===== config.mk =====
export PLATFORM = sky130hd
export DESIGN_NAME = codeword_id_matcher
export DESIGN_NICKNAME = d
export VERILOG_FILES = /design/src/rtl/cwm_pkg.sv /design/src/rtl/cwm_table.sv /design/src/rtl/cwm_slot_cmp.sv /design/src/rtl/cwm_pick.sv /design/src/rtl/codeword_id_matcher.sv
export SDC_FILE = /design/constraint.sdc
export NUM_CORES = 1
export LEC_CHECK = 0
export BUFFER_PORTS_ARGS = -buffer_cell sky130_fd_sc_hd__buf_2
export CELL_PAD_IN_SITES_DETAIL_PLACEMENT = 0
export CELL_PAD_IN_SITES_GLOBAL_PLACEMENT = 2
export CORE_ASPECT_RATIO = 0.9
export CORE_MARGIN = 2
export CORE_UTILIZATION = 41
export DETAILED_ROUTE_END_ITERATION = 8
export GPL_TIMING_DRIVEN = 0
export PLACE_DENSITY = 0.79
export SLEW_MARGIN = 20
export SYNTH_ARGS = -nofsm -noshare
export SYNTH_HDL_FRONTEND = slang
export SYNTH_SLANG_ARGS = --single-unit

===== constraint.sdc =====
create_clock -name clk -period 2.15 [get_ports clk]
set_input_delay 0.1075 -clock clk [delete_from_list [all_inputs] [get_ports clk]]
set_output_delay 0.1075 -clock clk [all_outputs]
set_load 0.01 [all_outputs]

===== src/rtl/cwm_pkg.sv =====
// Shared types and constants for the codeword identifier matcher.
package cwm_pkg;
    localparam int          PAT_W    = 22;
    localparam logic [31:0] STD_SYNC = 32'h7CD215D8;

    typedef enum logic [1:0] {
        KIND_ADDR   = 2'b00,
        KIND_USYNC  = 2'b01,
        KIND_BATCH0 = 2'b10,
        KIND_CONT   = 2'b11
    } kind_e;

    typedef struct packed {
        logic [PAT_W-1:0] pat;
        kind_e            kind;
    } entry_t;
endpackage


===== src/rtl/cwm_table.sv =====
// Identifier table: three byte rows by NUM_SLOTS columns, written one byte
// at a time. Each slot's bytes are decoded into a pattern and a kind.
// Assumes the row bases and stride keep rows from overlapping.
module cwm_table
    import cwm_pkg::*;
#(
    parameter int NUM_SLOTS  = 6,
    parameter int ADDR_W     = 8,
    parameter int ROW_BASE   = 16,
    parameter int ROW_STRIDE = 8
) (
    input  logic                   clk,
    input  logic                   rst_n,
    input  logic                   wr_en,
    input  logic [ADDR_W-1:0]      wr_addr,
    input  logic [7:0]             wr_data,
    output entry_t [NUM_SLOTS-1:0] entries
);
    localparam int ROWS = 3;

    for (genvar s = 0; s < NUM_SLOTS; s++) begin : g_slot
        logic [7:0] bytes_q [ROWS];

        for (genvar r = 0; r < ROWS; r++) begin : g_row
            localparam int BYTE_ADDR = ROW_BASE + r * ROW_STRIDE + s;
            // Store one table byte when its own address is written.
            always_ff @(posedge clk) begin
                if (!rst_n)
                    bytes_q[r] <= '0;
                else if (wr_en && wr_addr == ADDR_W'(BYTE_ADDR))
                    bytes_q[r] <= wr_data;
            end
        end

        // Split the stored bytes into the compare pattern and the kind code.
        always_comb begin
            entries[s].pat  = {bytes_q[0], bytes_q[1], bytes_q[2][7:3], bytes_q[2][1]};
            entries[s].kind = kind_e'({bytes_q[2][2], bytes_q[2][0]});
        end
    end

    // A row-one write to column 0 lands in the top pattern byte of slot 1.
    p_row_write_r1: assert property (@(posedge clk) disable iff (!rst_n)
        (wr_en && wr_addr == ADDR_W'(ROW_BASE)) |=> entries[0].pat[PAT_W-1 -: 8] == $past(wr_data));
endmodule


===== src/rtl/cwm_slot_cmp.sv =====
// One slot comparator. It decides whether the slot's kind is allowed at its
// position and under the feature gates, then compares the pattern.
// Assumes word_hi already carries codeword bits 31..10.
module cwm_slot_cmp
    import cwm_pkg::*;
#(
    parameter bit RESTRICTED = 1'b0
) (
    input  entry_t           entry,
    input  logic             enable,
    input  logic [PAT_W-1:0] word_hi,
    input  logic             en_batch0,
    input  logic             en_cont,
    output logic             hit
);
    logic allowed;

    // Decide whether this kind may be recognised in this slot right now.
    always_comb begin
        unique case (entry.kind)
            KIND_ADDR:   allowed = 1'b1;
            KIND_USYNC:  allowed = !RESTRICTED;
            KIND_BATCH0: allowed = en_batch0;
            KIND_CONT:   allowed = !RESTRICTED && en_cont;
            default:     allowed = 1'b0;
        endcase
    end

    // Report a hit for an enabled, allowed slot whose pattern matches.
    always_comb hit = enable && allowed && (entry.pat == word_hi);
endmodule


===== src/rtl/cwm_pick.sv =====
// Priority picker and result register. The lowest-numbered slot hit wins.
// The fixed sync word is the last candidate. Results are registered on the
// strobe edge.
module cwm_pick
    import cwm_pkg::*;
#(
    parameter int NUM_SLOTS = 6,
    parameter int ID_W      = $clog2(NUM_SLOTS + 2)
) (
    input  logic                   clk,
    input  logic                   rst_n,
    input  logic                   strobe,
    input  logic [NUM_SLOTS-1:0]   slot_hit,
    input  entry_t [NUM_SLOTS-1:0] entries,
    input  logic                   sync_hit,
    output logic                   res_vld,
    output logic                   res_hit,
    output logic [ID_W-1:0]        res_id,
    output logic [1:0]             res_kind
);
    localparam int SYNC_ID = NUM_SLOTS + 1;

    logic            nxt_hit;
    logic [ID_W-1:0] nxt_id;
    logic [1:0]      nxt_kind;

    // Walk from the highest slot down so that the lowest hit is written last.
    always_comb begin
        nxt_hit  = sync_hit;
        nxt_id   = sync_hit ? ID_W'(SYNC_ID) : '0;
        nxt_kind = sync_hit ? KIND_USYNC : KIND_ADDR;
        for (int s = NUM_SLOTS - 1; s >= 0; s--) begin
            if (slot_hit[s]) begin
                nxt_hit  = 1'b1;
                nxt_id   = ID_W'(s + 1);
                nxt_kind = entries[s].kind;
            end
        end
    end

    // Register the result for one cycle per strobe.
    always_ff @(posedge clk) begin
        if (!rst_n) begin
            res_vld  <= 1'b0;
            res_hit  <= 1'b0;
            res_id   <= '0;
            res_kind <= '0;
        end else begin
            res_vld  <= strobe;
            res_hit  <= strobe && nxt_hit;
            res_id   <= strobe ? nxt_id : '0;
            res_kind <= strobe ? nxt_kind : '0;
        end
    end

    // A reported hit always carries a real identifier number.
    p_hit_has_id_r2: assert property (@(posedge clk) disable iff (!rst_n)
        res_hit |-> (res_id != '0 && res_id <= ID_W'(SYNC_ID)));
endmodule


===== src/rtl/codeword_id_matcher.sv =====
// Top level: identifier table, one comparator per slot, a fixed sync-word
// comparator and the priority result register. Assumes each codeword is
// already corrected, and that slot_en and the feature gates are stable at
// the strobe.
module codeword_id_matcher
    import cwm_pkg::*;
#(
    parameter int NUM_SLOTS  = 6,
    parameter int RESTRICT_N = 2,
    parameter int ADDR_W     = 8,
    parameter int ID_W       = $clog2(NUM_SLOTS + 2)
) (
    input  logic                 clk,
    input  logic                 rst_n,
    input  logic                 cfg_wr,
    input  logic [ADDR_W-1:0]    cfg_addr,
    input  logic [7:0]           cfg_wdata,
    input  logic [NUM_SLOTS-1:0] slot_en,
    input  logic                 en_batch0,
    input  logic                 en_cont,
    input  logic                 cw_vld,
    input  logic [31:0]          cw_data,
    output logic                 res_vld,
    output logic                 res_hit,
    output logic [ID_W-1:0]      res_id,
    output logic [1:0]           res_kind
);
    localparam int SYNC_ID = NUM_SLOTS + 1;

    entry_t [NUM_SLOTS-1:0] entries;
    logic   [NUM_SLOTS-1:0] slot_hit;
    logic   [PAT_W-1:0]     word_hi;
    logic                   sync_hit;

    cwm_table #(.NUM_SLOTS(NUM_SLOTS), .ADDR_W(ADDR_W)) u_table (
        .clk     (clk),
        .rst_n   (rst_n),
        .wr_en   (cfg_wr),
        .wr_addr (cfg_addr),
        .wr_data (cfg_wdata),
        .entries (entries)
    );

    // Take the address/sync content bits of the codeword.
    always_comb word_hi = cw_data[31 -: PAT_W];

    for (genvar s = 0; s < NUM_SLOTS; s++) begin : g_cmp
        cwm_slot_cmp #(.RESTRICTED(s < RESTRICT_N)) u_cmp (
            .entry     (entries[s]),
            .enable    (slot_en[s]),
            .word_hi   (word_hi),
            .en_batch0 (en_batch0),
            .en_cont   (en_cont),
            .hit       (slot_hit[s])
        );
    end

    // The built-in sync word compares all 32 bits and is always enabled.
    always_comb sync_hit = (cw_data == STD_SYNC);

    cwm_pick #(.NUM_SLOTS(NUM_SLOTS), .ID_W(ID_W)) u_pick (
        .clk      (clk),
        .rst_n    (rst_n),
        .strobe   (cw_vld),
        .slot_hit (slot_hit),
        .entries  (entries),
        .sync_hit (sync_hit),
        .res_vld  (res_vld),
        .res_hit  (res_hit),
        .res_id   (res_id),
        .res_kind (res_kind)
    );

    // A hit is only reported alongside a valid result.
    p_hit_needs_vld_r11: assert property (@(posedge clk) disable iff (!rst_n)
        res_hit |-> res_vld);
    // A miss reports zero number and kind.
    p_miss_is_zero_r11: assert property (@(posedge clk) disable iff (!rst_n)
        (res_vld && !res_hit) |-> (res_id == '0 && res_kind == 2'b00));
    // Identifier 7 is reported only for the exact fixed sync word.
    p_sync_exact_r4: assert property (@(posedge clk) disable iff (!rst_n)
        (res_hit && res_id == ID_W'(SYNC_ID)) |-> $past(cw_data) == STD_SYNC);
    // Restricted positions never report the forbidden kinds.
    p_restricted_kind_r6: assert property (@(posedge clk) disable iff (!rst_n)
        (res_hit && res_id != '0 && res_id <= ID_W'(RESTRICT_N)) |-> !res_kind[0]);
    // Batch-zero matches need the gate at the strobe.
    p_batch0_gate_r7: assert property (@(posedge clk) disable iff (!rst_n)
        (res_hit && res_kind == 2'b10) |-> $past(en_batch0));
    // Continuous-data matches need the gate at the strobe.
    p_cont_gate_r8: assert property (@(posedge clk) disable iff (!rst_n)
        (res_hit && res_kind == 2'b11) |-> $past(en_cont));
endmodule


==> results.md <==
* Run status: complete, no violations
* CTS max path bufs at 2
* Placed insts at between 900 and 1000
* Gate Count Post-Synth at 624
* VDD IR max at 663 µV
* Per-cell routed wire length at 24.1 µm
* Internal Power at 0.00523 W
* MaxCap Viol Count at 0
* Fill count at about 1700
* Final min period at 2140 ps
* Clock latency on the worst-skew pair at 420 ps
* Top cell type's share of synthesized area at 0.563
* Number of CTS-inserted buffers at 17
* Vias in the first global route at 5070
* Setup_tns at 0 ps
* IO buf count at 42
* R2r worst-path depth at 8
* Hold Crit Depth at 3
* Worst Setup End Kind: register
* Final Non-Filler Cells at 942
* EDFF count, synth at roughly 140
* Die width at 148 µm
* Clock tree from TritonCTS: built
* Synthesis-to-finish area growth at 15.2%
* Post-synth top cells: and2_1 (144), edfxtp_1 (144), xor2_1 (75)
* Register area share after synthesis at 0.581
* Seq pwr share at 0.503
* Min-delay worst type: in -> reg
* First-pass GRT wire length at 32.8 mm
* Post-synth ARST share at 0
* DR DRC count at 0
* Setup-failing EPs final at 0
* Cell Pwr Density at 770 nW/µm²
* Power share of the clock group at 0.403
* Max-slew violations at 0
* Clock Skew at 4.96 ps
* Total Power at 0.00682 W
* Place WS at -647 ps
* # diodes at 0
* Final worst setup slack at slightly below 10 ps
* Ratio of final minimum period to clock period at 0.995
* DP Wirelength at 15.9 mm
* Initial DRC count at 437
* Max Clk Rate at 467 MHz
* Pleak at 3.08 nW
* Vias/cell at 5.33
* Critical Path RT at around 2500 ps
* Clock transition at path regs at roughly 60 ps
* Final instance area at approximately 8900 µm²
* Final nets at 750
* Area leader, netlist: edfxtp_1
* Final hold viol count at 0
* Yosys reg bits at 151
* Comb power frac at 0.093
* Share of layout cells above drive strength 1 at 0.156
* Synth Net Count at around 680
* Syn_area_per_cell at 12.3 µm²
* Die Height at 134 µm
* Multi-input logic area at 3130 µm²
* Area contributors post-synth: edfxtp_1 (56%), and2_1 (12%), xor2_1 (8.5%), xnor2_1 (6.5%), dfxtp_1 (1.8%)
* Largest net degree at the start of global routing at 17
* Die area at 19900 µm²
* Core Footprint at 18400 µm²
* Grt ovf at 0
* Critical path startpoint category: register
* Yosys warns at 0
* Initial Util at 0.418
* Drt pass-1 iters at 5
* DP Area at 8200 µm²
* Count of cell types in the netlist at 44
* Via count at 5024
* Max_slew headroom at 0.409
* Predominant post-synthesis flop cell: edfxtp_1
* Clk sinks at between 150 and 200
* Gpl congestion at between 0.8 and 0.9
* CTS HTree Levels at 4
* WS Path Type: reg -> reg
* Worst slew pin tran at 881 ps
* Final wirelength at 22.7 mm
* Register Area at 4460 µm²
* Crit Path Max Fanout at 5
* Antenna violations before repair at 0
* Mapped Area at 7690 µm²
* IO Pins at 67
* Post-route antenna net violation count at 0
* GRT Total Usage at 0.237
* NetSw at 0.00159 W
* Switch share at 0.233
* FP Rows at 47
* Critical path arrival at 2490 ps
* RSZ-0062 raised after global routing: true
* Root Driver: clkbuf_16
[placed cells by master, fill, tap and decap left out, types with 2 or more instances in the layout]
cell type	netlist	layout
nand4_1	19	19
clkinv_1	0	2
nand3b_1	4	4
a21oi_2	0	2
xor2_1	75	74
nand2b_1	7	7
o21ai_1	1	18
nor4_4	0	2
nor3b_1	2	2
nor4b_1	2	2
a2111oi_4	2	2
nor4bb_1	2	2
nor2_1	23	23
and2_1	144	144
nand2_1	14	14
nand4b_1	3	3
nand3_1	10	9
nor4_1	19	15
clkbuf_1	13	15
nor3_1	5	4
inv_1	3	3
mux2i_1	5	5
buf_4	3	7
bufinv_16	0	2
xnor2_1	57	56
buf_2	16	58
a21oi_1	6	4
dfxtp_1	7	7
clkinv_2	0	2
a31oi_1	2	2
clkbuf_16	0	17
nor4_2	1	3
edfxtp_1	144	144
buf_6	2	2
[worst max-delay path: stages (launching register included)]
cell,delay [ps]
edfxtp_1,420
xor2_2,210
nor4_4,420
nand3_2,200
a2111oi_4,270
buf_4,210
inv_2,40
and3_4,150
a31oi_1,140
[per-stage QoR]
stage | util | hold WS, ps
CTS | 0.478 | 73.2
floorplan | - | 266
global placement | 0.446 | 397
detailed placement | 0.446 | 395
global route | 0.481 | 89.2
finish | 0.481 | 80.4
[registers in the layout (all words and copies together), names as in the netlist]
register and flops:
u_table.g_slot.bytes_q 144, u_pick.res_vld 1, u_pick.res_id 3, u_pick.res_kind 2, u_pick.res_hit 1
[final timing paths]
path	from	end	slack, ps
min reg2reg	u_table.g_slot[1].bytes_q[2][2]	u_pick.res_kind[1]	630
min	rst_n	u_pick.res_hit	80
max	u_table.g_slot[3].bytes_q[1][6]	u_pick.res_hit	10
max reg2reg	u_table.g_slot[3].bytes_q[1][6]	u_pick.res_hit	10
[power by group through the flow]
| stage | clock network [W] | registers (W) | logic (W) |
|---|---|---|---|
| finish | 0.00275 | 0.00343 | 0.000636 |
| global route | 0.00290 | 0.00344 | 0.000677 |
| CTS | 0.00277 | 0.00343 | 0.000634 |
| detailed placement | 0 | 0.00349 | 0.000616 |
| global placement | 0 | 0.00349 | 0.000609 |
| floorplan | 0 | 0.00347 | 0.000359 |
[layout make-up]
type / instances / share of cell area
plain buffers: 34 / 0.0196
multi-input cells: 435 / 0.353
clock inverters: 7 / 0.00961
repair buffers: 47 / 0.0283
clock buffers: 19 / 0.0489
well taps: 245 / 0.0346
flip-flops and latches: 151 / 0.504
inverters: 4 / 0.00170
[per-layer routing]
metal	wire length (µm)	vias up	share of wire	track usage
met5	0	-	0	0
met4	610	0	0.027	0.0767
met3	1180	24	0.052	0.0459
met2	10900	175	0.48	0.389
met1	10100	2514	0.44	0.318
li1	-	2311	-	-
[kinds of logic after synthesis]
kind of cell | Yosys count | share of synthesized area
AO/OA/AOI/OAI | 37 | 0.0345
XOR/XNOR | 132 | 0.150
buffers and inverters | 38 | 0.0246
flip-flops | 151 | 0.581
multiplexers | 5 | 0.00651
AND/OR/NAND/NOR | 261 | 0.203
[what timing repair did]
item,4_1_cts,5_1_grt
setup endpoints to repair,70,14
endpoints found under the hold margin,3,0
hold buffers,1,0
gates resized for setup,13,11
setup buffers,4,0
pin swaps,4,7
Note: power is estimated with default switching activity, not from simulation.
